===== config.mk =====
export PLATFORM = sky130hd
export DESIGN_NAME = prefetch_queue
export DESIGN_NICKNAME = d
export VERILOG_FILES = /design/src/rtl/pfq_pkg.sv /design/src/rtl/pfq_store.sv /design/src/rtl/pfq_fetch.sv /design/src/rtl/pfq_status.sv /design/src/rtl/prefetch_queue.sv
export SDC_FILE = /design/constraint.sdc
export NUM_CORES = 1
export LEC_CHECK = 0
export BUFFER_PORTS_ARGS = -buffer_cell sky130_fd_sc_hd__buf_2
export CAP_MARGIN = 20
export CORE_AREA = 2 2 92 112
export CTS_BUF_LIST = sky130_fd_sc_hd__clkbuf_4 sky130_fd_sc_hd__clkbuf_8
export DETAILED_ROUTE_END_ITERATION = 10
export DIE_AREA = 0 0 94 114
export GPL_TIMING_DRIVEN = 0
export PLACE_DENSITY = 0.72
export SLEW_MARGIN = 25
export SYNTH_ARGS = -nofsm -noshare
export SYNTH_HDL_FRONTEND = slang
export SYNTH_SLANG_ARGS = --single-unit

===== constraint.sdc =====
create_clock -name clk -period 2.8 [get_ports clk]
set_input_delay 0.28 -clock clk [delete_from_list [all_inputs] [get_ports clk]]
set_output_delay 0.28 -clock clk [all_outputs]
set_load 0.03 [all_outputs]

===== src/rtl/pfq_pkg.sv =====
package pfq_pkg;

   typedef enum logic [1:0] {
      QS_IDLE  = 2'b00,
      QS_FIRST = 2'b01,
      QS_FLUSH = 2'b10,
      QS_NEXT  = 2'b11
   } qs_e;

   localparam int unsigned WORD_W  = 16;
   localparam int unsigned BYTE_W  = 8;
   localparam int unsigned LANES   = WORD_W / BYTE_W;

endpackage


===== src/rtl/pfq_store.sv =====
module pfq_store #(
   parameter int unsigned DEPTH = 6,
   localparam int unsigned PW   = (DEPTH > 1) ? $clog2(DEPTH) : 1,
   localparam int unsigned CW   = $clog2(DEPTH + 1)
) (
   input  logic          clk,
   input  logic          rst,
   input  logic          flush_i,
   input  logic          pop_i,
   input  logic [1:0]    wr_n_i,
   input  logic [7:0]    wr_b0_i,
   input  logic [7:0]    wr_b1_i,
   output logic [CW-1:0] count_o,
   output logic          pop_ok_o,
   output logic [7:0]    head_o
);

   localparam bit         POW2 = (DEPTH & (DEPTH - 1)) == 0;
   localparam logic [PW-1:0] LAST = PW'(DEPTH - 1);

   logic [7:0]    mem [DEPTH];
   logic [PW-1:0] head_q, tail_q;
   logic [PW-1:0] head_nx, tail_p1, tail_p2;
   logic [CW-1:0] count_q;
   logic          we0, we1;

   initial begin
      assert (DEPTH >= 2) else $error("pfq_store: DEPTH must be at least 2");
   end

   // pointer advance: natural wrap for power-of-two depths, compare otherwise
   generate
      if (POW2) begin : g_wrap_pow2
         assign head_nx = head_q + PW'(1);
         assign tail_p1 = tail_q + PW'(1);
         assign tail_p2 = tail_q + PW'(2);
      end else begin : g_wrap_cmp
         assign head_nx = (head_q == LAST) ? '0 : head_q + PW'(1);
         assign tail_p1 = (tail_q == LAST) ? '0 : tail_q + PW'(1);
         assign tail_p2 = (tail_p1 == LAST) ? '0 : tail_p1 + PW'(1);
      end
   endgenerate

   assign pop_ok_o = pop_i && (count_q != '0) && !flush_i;
   assign we0      = !flush_i && (wr_n_i != 2'd0);
   assign we1      = !flush_i && (wr_n_i == 2'd2);
   assign count_o  = count_q;
   assign head_o   = mem[head_q];

   generate
      for (genvar i = 0; i < DEPTH; i++) begin : g_entry
         always_ff @(posedge clk) begin
            if (we0 && tail_q == PW'(i)) begin
               mem[i] <= wr_b0_i;
            end else if (we1 && tail_p1 == PW'(i)) begin
               mem[i] <= wr_b1_i;
            end
         end
      end
   endgenerate

   always_ff @(posedge clk) begin
      if (rst || flush_i) begin
         head_q  <= '0;
         tail_q  <= '0;
         count_q <= '0;
      end else begin
         if (pop_ok_o) begin
            head_q <= head_nx;
         end
         if (we1) begin
            tail_q <= tail_p2;
         end else if (we0) begin
            tail_q <= tail_p1;
         end
         count_q <= count_q + CW'(wr_n_i) - CW'(pop_ok_o);
      end
   end

   a_r3_no_overflow: assert property (@(posedge clk) disable iff (rst)
      count_q <= CW'(DEPTH));

   a_r9_empty_read_ignored: assert property (@(posedge clk) disable iff (rst)
      (pop_i && count_q == '0 && wr_n_i == 2'd0 && !flush_i) |=> (count_q == '0));

endmodule


===== src/rtl/pfq_fetch.sv =====
module pfq_fetch #(
   parameter int unsigned DEPTH      = 6,
   parameter int unsigned AW         = 16,
   parameter logic [AW-1:0] RESET_ADDR = '0,
   localparam int unsigned CW        = $clog2(DEPTH + 1)
) (
   input  logic          clk,
   input  logic          rst,
   input  logic          flush_i,
   input  logic [AW-1:0] flush_addr_i,
   input  logic          bus_idle_i,
   input  logic          ack_i,
   input  logic          rvalid_i,
   input  logic [15:0]   rdata_i,
   input  logic [CW-1:0] count_i,
   output logic          req_o,
   output logic [AW-1:0] addr_o,
   output logic [1:0]    wr_n_o,
   output logic [7:0]    wr_b0_o,
   output logic [7:0]    wr_b1_o
);

   logic [AW-1:0] ptr_q;
   logic          busy_q;
   logic          stale_q;
   logic          land;
   logic          room;

   initial begin
      assert (AW >= 2) else $error("pfq_fetch: AW must be at least 2");
      assert (DEPTH >= 2) else $error("pfq_fetch: DEPTH must be at least 2");
   end

   assign room   = count_i <= CW'(DEPTH - 2);
   assign req_o  = bus_idle_i && !busy_q && !flush_i && room;
   assign addr_o = {ptr_q[AW-1:1], 1'b0};
   assign land   = rvalid_i && busy_q && !stale_q && !flush_i;

   always_comb begin
      wr_n_o  = 2'd0;
      wr_b0_o = rdata_i[7:0];
      wr_b1_o = rdata_i[15:8];
      if (land) begin
         if (ptr_q[0]) begin
            wr_n_o  = 2'd1;
            wr_b0_o = rdata_i[15:8];
         end else begin
            wr_n_o  = 2'd2;
         end
      end
   end

   always_ff @(posedge clk) begin
      if (rst) begin
         ptr_q   <= RESET_ADDR;
         busy_q  <= 1'b0;
         stale_q <= 1'b0;
      end else if (flush_i) begin
         ptr_q   <= flush_addr_i;
         busy_q  <= busy_q && !rvalid_i;
         stale_q <= busy_q && !rvalid_i;
      end else begin
         if (rvalid_i && busy_q) begin
            busy_q  <= 1'b0;
            stale_q <= 1'b0;
         end
         if (land) begin
            ptr_q <= ptr_q + AW'(wr_n_o);
         end
         if (req_o && ack_i) begin
            busy_q <= 1'b1;
         end
      end
   end

   a_r10_one_in_flight: assert property (@(posedge clk) disable iff (rst)
      (req_o && ack_i) |=> !req_o);

   a_r5_odd_step: assert property (@(posedge clk) disable iff (rst)
      (land && ptr_q[0]) |=> (ptr_q == $past(ptr_q) + AW'(1)));

endmodule


===== src/rtl/pfq_status.sv =====
module pfq_status
   import pfq_pkg::*;
(
   input  logic flush_i,
   input  logic pop_ok_i,
   input  logic first_i,
   output qs_e  qs_o
);

   always_comb begin
      if (flush_i) begin
         qs_o = QS_FLUSH;
      end else if (pop_ok_i) begin
         qs_o = first_i ? QS_FIRST : QS_NEXT;
      end else begin
         qs_o = QS_IDLE;
      end
   end

endmodule


===== src/rtl/prefetch_queue.sv =====
module prefetch_queue
   import pfq_pkg::*;
#(
   parameter int unsigned   DEPTH      = 6,
   parameter int unsigned   AW         = 16,
   parameter logic [AW-1:0] RESET_ADDR = '0
) (
   input  logic          clk,
   input  logic          rst,
   input  logic          flush_i,
   input  logic [AW-1:0] flush_addr_i,
   input  logic          bus_idle_i,
   output logic          fetch_req_o,
   output logic [AW-1:0] fetch_addr_o,
   input  logic          fetch_ack_i,
   input  logic          fetch_rvalid_i,
   input  logic [15:0]   fetch_rdata_i,
   input  logic          rd_i,
   input  logic          rd_first_i,
   output logic          rd_valid_o,
   output logic [7:0]    rd_data_o,
   output logic [1:0]    qs_o
);

   localparam int unsigned CW = $clog2(DEPTH + 1);

   logic [CW-1:0] count;
   logic [1:0]    wr_n;
   logic [7:0]    wr_b0, wr_b1;
   logic          pop_ok;
   qs_e           qs;

   initial begin
      assert (LANES == 2) else $error("prefetch_queue: fetch word must carry two bytes");
   end

   pfq_fetch #(.DEPTH(DEPTH), .AW(AW), .RESET_ADDR(RESET_ADDR)) u_fetch (
      .clk          (clk),
      .rst          (rst),
      .flush_i      (flush_i),
      .flush_addr_i (flush_addr_i),
      .bus_idle_i   (bus_idle_i),
      .ack_i        (fetch_ack_i),
      .rvalid_i     (fetch_rvalid_i),
      .rdata_i      (fetch_rdata_i),
      .count_i      (count),
      .req_o        (fetch_req_o),
      .addr_o       (fetch_addr_o),
      .wr_n_o       (wr_n),
      .wr_b0_o      (wr_b0),
      .wr_b1_o      (wr_b1)
   );

   pfq_store #(.DEPTH(DEPTH)) u_store (
      .clk      (clk),
      .rst      (rst),
      .flush_i  (flush_i),
      .pop_i    (rd_i),
      .wr_n_i   (wr_n),
      .wr_b0_i  (wr_b0),
      .wr_b1_i  (wr_b1),
      .count_o  (count),
      .pop_ok_o (pop_ok),
      .head_o   (rd_data_o)
   );

   pfq_status u_status (
      .flush_i  (flush_i),
      .pop_ok_i (pop_ok),
      .first_i  (rd_first_i),
      .qs_o     (qs)
   );

   assign qs_o       = qs;
   assign rd_valid_o = count != '0;

   a_r7_flush_empties: assert property (@(posedge clk) disable iff (rst)
      flush_i |=> !rd_valid_o);

   a_r8_stale_dropped: assert property (@(posedge clk) disable iff (rst)
      (u_fetch.stale_q && fetch_rvalid_i) |=> (count <= $past(count)));

endmodule


-- Yosys cells after proc, flatten, opt, wreduce, memory -nomap -nowiden
Memory sizes are Yosys's and may differ from the RTL's. A register that Yosys moved wholly into a read port is not among the register bits.
Cells that the tools add are included.
- mux-type cells: 68
- bitwise gates (word level): 6
- equality and inequality tests: 12
- $lt $le $gt $ge: 1
- reductions and logical operators: 41
- add/sub/neg operators: 6
- operators with widths (operator ; count):
    $mux W8 ; 12
    $mux W1 ; 38
    $mux W3 ; 11
    $mux W16 ; 2
    $reduce_or A8 Y1 ; 4
    $logic_and A1 B1 Y1 ; 24
    $add A16 B2 Y16 ; 1
    $eq A3 B3 Y1 const B ; 5
    $eq A3 B2 Y1 const B ; 4
    $mux W2 ; 5
    $add A3 B1 Y3 const B ; 3
    $reduce_bool A2 Y1 ; 4
    $eq A3 B1 Y1 const B ; 2
    $logic_not A3 Y1 ; 2
    $or A1 B1 Y1 ; 6
    $reduce_bool A3 Y1 ; 2
    $logic_not A1 Y1 ; 4
    $add A3 B2 Y3 ; 1
    $le A3 B3 Y1 const B ; 1
    $sub A3 B1 Y3 ; 1
    $eq A2 B2 Y1 const B ; 1
    $logic_or A1 B1 Y1 ; 1
- memories kept: 1
- word-level logic and storage cells: 141
- output and inout bits: 28
- bits of input ports: 40
- flip-flop bits (word level): 27
- memory bits (writable): 48
- memory list (name ; words ; width ; rd ports ; clocked after memory_dff ; wr ports ; line ; text):
    u_store.mem ; 6 ; 8 ; 1 ; 1 ; 2 ; pfq_store.sv:21 ; logic [7:0] mem [DEPTH];

-- Longest topological paths before layout
Gate-level depths: netlist of the first run.
- depth after elaboration: 14
- depth in mapped cells: 10
- depth with buffers taken out: 9

-- Cells and area by module
From an unflattened synthesis of the first run, not the netlist that was laid out.
- cell total of the unflattened synthesis: 384
- area total of the unflattened synthesis: 4526.8 um^2
- modules (own cells, without submodules) (module ; area an instance (um^2) ; cells each ; instances):
    pfq_store ; 3144.3 ; 223 ; 1
    pfq_fetch ; 1358.8 ; 157 ; 1
    pfq_status ; 17.5 ; 3 ; 1
    prefetch_queue ; 6.3 ; 1 ; 1

-- Least setup slack after synthesis of the first run
OpenSTA, ideal clock, no wires.
- path type: register to register
- from: reg u_store.count_q[1] (netlist: u_store.count_o[1])
- to: reg u_store.count_q[2] (netlist: u_store.count_o[2])
- period minus slack after synthesis: 2.325 ns
- setup slack: 0.475 ns
- arrival time: 2.255 ns
- stages on the path, launching flop included: 10
- path through: dfxtp_1 o31ai_1 nor2_1 ha_1 inv_1 ha_1 fa_1 xor2_1 or3_1 a21oi_1
- longest elaborated chain between the ends: 4
- RTL lines (what ; line ; text):
    from (decl) ; pfq_store.sv:24 ; logic [CW-1:0] count_q;
    from (signal assigned) ; pfq_store.sv:76 ; count_q <= count_q + CW'(wr_n_i) - CW'(pop_ok_o);
    branches (longest 3 deep; another with $add A3 B2 Y3) ; - ;
    $sub A3 B1 Y3 * ; pfq_store.sv:76 ;
Mark *: on every way between the ends.
A chain may end at the register's enable or synchronous reset.

==> results of run 1 <==
==> metal layers <==
metal,GRT usage (%),vias up
met4,6.38,0
met1,25.8,1673
met3,2.31,21
met2,36.9,157
met5,0,-
li1,-,1675
==> how the worst max path moves through the flow <==
stage                                  start                 end  slack [ns]
after floorplan           u_store.count_o[1]  u_store.count_o[2]        0.47
after global placement     u_store.tail_q[0]   u_store.mem[0][2]       -0.02
after detailed placement   u_store.tail_q[0]   u_store.mem[0][5]       -0.02
after CTS                  u_store.tail_q[0]   u_store.mem[3][6]        0.14
after global routing      u_store.count_o[1]  u_store.count_o[2]       0.001
final                      u_store.tail_q[0]   u_store.mem[5][7]        0.16
==> synth_stat cells (all sizes together) (9+ instances only) <==
| master | n |
|---|---|
| inv | 21 |
| nand2 | 12 |
| a21oi | 54 |
| mux2i | 27 |
| nor2 | 75 |
| nand4 | 11 |
| dfxtp | 30 |
| edfxtp | 48 |
| o21ai | 11 |
| buf | 29 |
| a211oi | 9 |
==> power by group <==
group	switching [mW]	internal, mW	total (mW)
Clock	0.417	0.496	0.914
Combinational	0.147	0.105	0.253
Sequential	0.0241	1.24	1.26
==> final cells by class <==
type	count	area (um^2)
clock buffers	9	124
inverters	23	86.3
fillers	884	4640
flip-flops and latches	78	2040
repair buffers	65	325
clock inverters	6	87.6
well taps	126	158
plain buffers	37	234
multi-input cells	283	2060
==> flip-flops by register name, summed over array words and instances, names as in the netlist, named ones only <==
register and count:
u_store.count_o 3, u_store.mem 48, u_store.tail_q 3, u_fetch.ptr_q 16, u_fetch.stale_q 1, u_store.head_q 3, u_fetch.busy_q 1
==> logic make-up (layout without fill, tap and decap cells) <==
kind of cell,count (synthesis),in the layout,share of synthesized area (%)
XOR/XNOR,11,11,2.18
multiplexers,36,36,12.7
buffers and inverters,60,140,7.26
flip-flops,78,78,46.3
AND/OR/NAND/NOR,134,134,16.2
adder cells (fa/ha/maj),6,6,1.87
AO/OA/AOI/OAI,95,95,13.4
other,1,1,0.0850
==> stage by stage <==
stage	hold slack [ns]	instance area, um^2	utilization, %	setup TNS (ns)
2_1_floorplan	0.395	4410	-	0
3_3_place_gp	0.511	4890	50.1	-0.197
3_5_place_dp	0.517	4900	50.2	-0.185
4_1_cts	0.160	5110	52.4	0
5_1_grt	0.200	5120	52.4	0
6_report	0.167	5120	52.4	0
==> worst max-delay path: cells and delay by family (launching register included) <==
kind                     cells  cell delay, ns
adder cells (fa/ha/maj)      1            0.33
flip-flops                   1            0.33
AO/OA/AOI/OAI                1            0.46
buffers and inverters        3            0.69
AND/OR/NAND/NOR              2            0.48
==> timing repair <==
item,4_1_cts,5_1_grt
pin swaps,0,0
gates resized for setup,1,1
setup endpoints to repair,8,1
==> results_dict.tcl, run 1 <==
set metrics [dict create \
    worstMarginPinSlew_ns 0.996 \
    synthesis.area_um2 4410 \
    syn_inst 421 \
    vias 3526 \
    design_power_total_mw 2.43 \
    grt_pass1_wl_um 16900 \
    clockBufferDepth 2 \
    final_cell_mix "74 x nor2_1, 72 x buf_2, 51 x a21oi_1" \
    nNetsFinal 543 \
    r2r-end "u_store.mem[5][7]" \
    fin_skew_ns 0.0137 \
    synth_edf_count 48 \
    dr.first_iter.drc_count 226 \
    highest_layer "met4" \
    grt_pass1_vias 3391 \
    leakage_nw 1.98 \
    postCtsSetupRepairBufs 0 \
    htree_levels 3 \
    grt_util_all_layers_pct 20.6 \
    path_common_cell "buf_2" \
    hold_path_class "in -> reg" \
    dr_wl_met3_um 710 \
    cp.required_ns 2.78 \
    outcome "finished clean" \
    worstSkewPairLatency_ns 0.35 \
    dr.pass1.iters 5 \
    gp_congestion 0.846 \
    rows 40 \
    fin_cells 627 \
    ys_ff_latch 78 \
    synthTopCellsByArea "edfxtp_1 33%, dfxtp_1 14%, nor2_1 6.4%" \
    yosysTopAreaCellShare_pct 32.7 \
    wire_per_inst_um 16.9 \
    hold_viol 0 \
    start_util_pct 45.2 \
    path_class "reg -> reg" \
    ctsHoldBuffers 0 \
    synth_largest_area_cell "edfxtp_1" \
    cts_num_sinks 78 \
    numPortBuffers 65 \
    wl_met1_um 4120 \
    grt_max_degree 14 \
    cts_buffers 9 \
    wirelength_um 10600 \
    grt_antenna_before_repair 0 \
    rr_worst_depth 7 \
    synth_ff_type "edfxtp_1" \
    slowest_delay_ns 0.46 \
    cts_tree "done" \
    finalMaxSlewViolations 0 \
    slew_headroom_pct 33.2 \
    path_cells "buf_2, and2_1, ha_1, inv_1, nand4_2, buf_2, o21ai_1" \
    power_density_nw_per_um2 474 \
    fmax_mhz 378 \
    wl_met2_um 5570 \
    cts-root-buf "clkbuf_8" \
    rrSetupSlack_ns 0.16 \
    final_layout_size_suffix_gt1_share_pct 28.5 \
    crit_fanout 10 \
    setup_viol 0 \
    min_path_cells 3 \
    slowest_stage "o21ai_1" \
    post-route-period-util_pct 94.4 \
    rsz0062_at_grt "no" \
    dp_hpwl_um 7620 \
    ir_drop_v 0.000349 \
    crit_arrival_ns 2.62 \
    fin_crit_ns 2.64 \
    dp_cells 612 \
    min_to "u_fetch.busy_q" \
    final_common_cell "nor2_1" \
    syn_area_per_cell_um2 10.5 \
    core_um2 9760 \
    yosysUniqueCellTypes 56 \
    postRouteAntennaNets 0 \
    async_reset_ff_share_pct 0 \
    drc 0 \
    setup_ws_ns 0.156 \
    clkTransAtPathRegs_ns 0.08 \
    synthToLayoutAreaGrowth_pct 16.0 \
    place_ws_ns -0.0235 \
    routed_via_density 5.62 \
    startpoint_type "flop" \
    cap_violations 0 \
    gr-total-overflow 0 \
    die_w_um 94 \
    ios 68 \
    worstSetupEndpointType "flop" \
    yosysWarnings 0 \
    yosysSeqAreaShare_pct 46.3 \
    worstHoldStart "fetch_ack_i" \
    die_h_um 114 \
    die-area_um2 10700 \
    diodes 0 \
    r2r_start "u_store.tail_q[0]" \
    synth_nets 467 \
]
(Power assumes the default switching activity.)
==> run 2, diff against run 1 <==
--- a/config.mk
+++ b/config.mk
@@ -7,12 +7,12 @@
 export LEC_CHECK = 0
 export BUFFER_PORTS_ARGS = -buffer_cell sky130_fd_sc_hd__buf_2
 export CAP_MARGIN = 20
-export CORE_AREA = 2 2 92 112
+export CORE_AREA = 2 2 106 128
 export CTS_BUF_LIST = sky130_fd_sc_hd__clkbuf_4 sky130_fd_sc_hd__clkbuf_8
 export DETAILED_ROUTE_END_ITERATION = 10
-export DIE_AREA = 0 0 94 114
+export DIE_AREA = 0 0 108 130
 export GPL_TIMING_DRIVEN = 0
-export PLACE_DENSITY = 0.72
+export PLACE_DENSITY = 0.58
 export SLEW_MARGIN = 25
 export SYNTH_ARGS = -nofsm -noshare
 export SYNTH_HDL_FRONTEND = slang
==> constraint.sdc (replaced) <==
create_clock -name clk -period 2.8 [get_ports clk]
set_input_delay 0 -clock clk [delete_from_list [all_inputs] [get_ports clk]]
set_output_delay 0 -clock clk [all_outputs]
set_load 0.03 [all_outputs]
==> run 2 against run 1 <==
Compared with the run above: global-route usage is 3.5 points lower; clock skew barely moved; flip-flop and latch count unchanged; die area increased by 31%; clock power decreased by 6.1%; maximum frequency up 2.4%; critical path depth grew 2; highest routed layer unchanged.
==> results_dict.tcl, run 2 (same netlist as run 1, synthesis figures left out) <==
set metrics [dict create \
    postRouteAntennaNets 0 \
    worstSkewPairLatency_ns 0.36 \
    start_util_pct 34.1 \
    leakage_nw 2.06 \
    power.share.clock_pct 35.9 \
    htree_levels 3 \
    dr.pass1.iters 4 \
    dp_hpwl_um 8050 \
    die_w_um 108 \
    postCtsSetupRepairBufs 0 \
    finalMaxSlewViolations 0 \
    p_int_mw 1.77 \
    grt_util_all_layers_pct 17.1 \
    drc 0 \
    startpoint_type "flop" \
    switching_share_pct 25.9 \
    min_to "u_fetch.busy_q" \
    setup_viol 0 \
    fin_cells 691 \
    synthToLayoutAreaGrowth_pct 21.5 \
    clockBufferDepth 2 \
    final_layout_size_suffix_gt1_share_pct 28.0 \
    gp_congestion 0.781 \
    path_class "reg -> reg" \
    finish.instance_area_um2 5360 \
    fin_skew_ns 0.0135 \
    cts-root-buf "clkbuf_8" \
    ir_drop_v 0.000202 \
    combinationalPowerShare_pct 11.4 \
    clkTransAtPathRegs_ns 0.08 \
    worstHoldStart "bus_idle_i" \
    gr-total-overflow 0 \
    outcome "finished clean" \
    rsz0062_at_grt "no" \
    cap_violations 0 \
    p_switching_mw 0.620 \
    fmax_mhz 387 \
    rrSetupSlack_ns 0.22 \
    worstMarginPinSlew_ns 0.893 \
    cp.required_ns 3.09 \
    cts_num_sinks 78 \
    die_h_um 130 \
    cts_tree "done" \
    crit_fanout 6 \
    wirelength_um 11500 \
    top_regs "u_store.mem (48), u_fetch.ptr_q (16)" \
    finalSetupTns_ns 0 \
    r2r_start "u_store.count_o[1]" \
    grt_max_degree 15 \
    grt_pass1_vias 3551 \
    fin_util_pct 41.4 \
    hold_path_class "in -> reg" \
    vias 3560 \
    core_um2 12900 \
    numPortBuffers 65 \
    ios 68 \
    crit_arrival_ns 2.87 \
    fin_crit_ns 2.58 \
    wire_per_inst_um 16.7 \
    r2r-end "u_store.count_o[2]" \
    die-area_um2 14000 \
    post-route-period-util_pct 92.2 \
    rows 46 \
    worstSetupEndpointType "flop" \
    slew_headroom_pct 40.1 \
    dr.first_iter.drc_count 186 \
    largest_reg_flops 48 \
    power_density_nw_per_um2 446 \
    dp_cells 656 \
    nNetsFinal 563 \
    regMostFlops "u_store.mem" \
    grt_antenna_before_repair 1 \
    rr_worst_depth 9 \
    p_seq_share_pct 52.7 \
    cts_buffers 9 \
    final_common_cell "nor2_1" \
    grt_pass1_wl_um 18200 \
    timing.critical_path.from "u_store.count_o[1]" \
    design_power_total_mw 2.39 \
    final_cell_mix "74 x nor2_1, 71 x buf_2, 51 x a21oi_1" \
    routed_via_density 5.15 \
    placed_cell_area_um2 4970 \
    min_path_cells 4 \
    hold_viol 0 \
]
run 2: worst max-delay path by stage:
stage | cells past startpoint | endpoint | slack, ns
5_1_grt | 9 | u_store.count_o[2] | 0.03
3_3_place_gp | 7 | u_store.mem[0][5] | -0.04
4_1_cts | 8 | u_store.mem[3][6] | 0.08
3_5_place_dp | 7 | u_store.mem[0][6] | -0.01
2_1_floorplan | 9 | u_store.count_o[2] | 0.47
6_report | 9 | u_store.count_o[2] | 0.22
run 2: through the flow:
stage	worst slack, ns	hold slack [ns]
2_1_floorplan	0.475	0.115
3_3_place_gp	-0.0400	0.240
3_5_place_dp	-0.0141	0.244
4_1_cts	0.0769	0.0169
5_1_grt	0.0285	0.0524
6_report	0.218	0.0314
run 2: repair_timing:
action,4_1_cts,5_1_grt
endpoints found under the hold margin,18,0
hold buffers,18,0
resized for setup,1,3
setup endpoints to repair,8,14
run 2: layer usage:
metal	GRT usage, %	vias up	routed length (um)
met4	9.13	0	360
met2	30.1	127	5850
li1	-	1722	-
met1	20.1	1681	4660
met3	2.55	30	640
met5	0	-	0
run 2: layout make-up:
| cell class | instances | area, um^2 |
|---|---|---|
| diodes | 1 | 2.50 |
| clock buffers | 9 | 124 |
| fillers | 1261 | 7590 |
| repair buffers | 85 | 520 |
| flip-flops and latches | 78 | 2040 |
| multi-input cells | 283 | 2060 |
| clock inverters | 7 | 72.6 |
| well taps | 168 | 210 |
| inverters | 23 | 86.3 |
| plain buffers | 37 | 236 |
run 2: critical path, cell delays in order (launching register included):
cell     delay [ns]
dfxtp_1        0.36
o31ai_1        0.50
nor2_1         0.14
ha_1           0.30
inv_1          0.04
ha_1           0.20
fa_1           0.38
xor2_1         0.16
or3_1          0.30
a21oi_1        0.14
run 2: power by group through the flow:
stage	registers [mW]	logic [mW]	clock network (mW)
finish	1.26	0.272	0.858
global route	1.26	0.296	0.919
CTS	1.26	0.273	0.876
detailed placement	1.29	0.253	0
global placement	1.29	0.249	0
floorplan	1.28	0.167	0
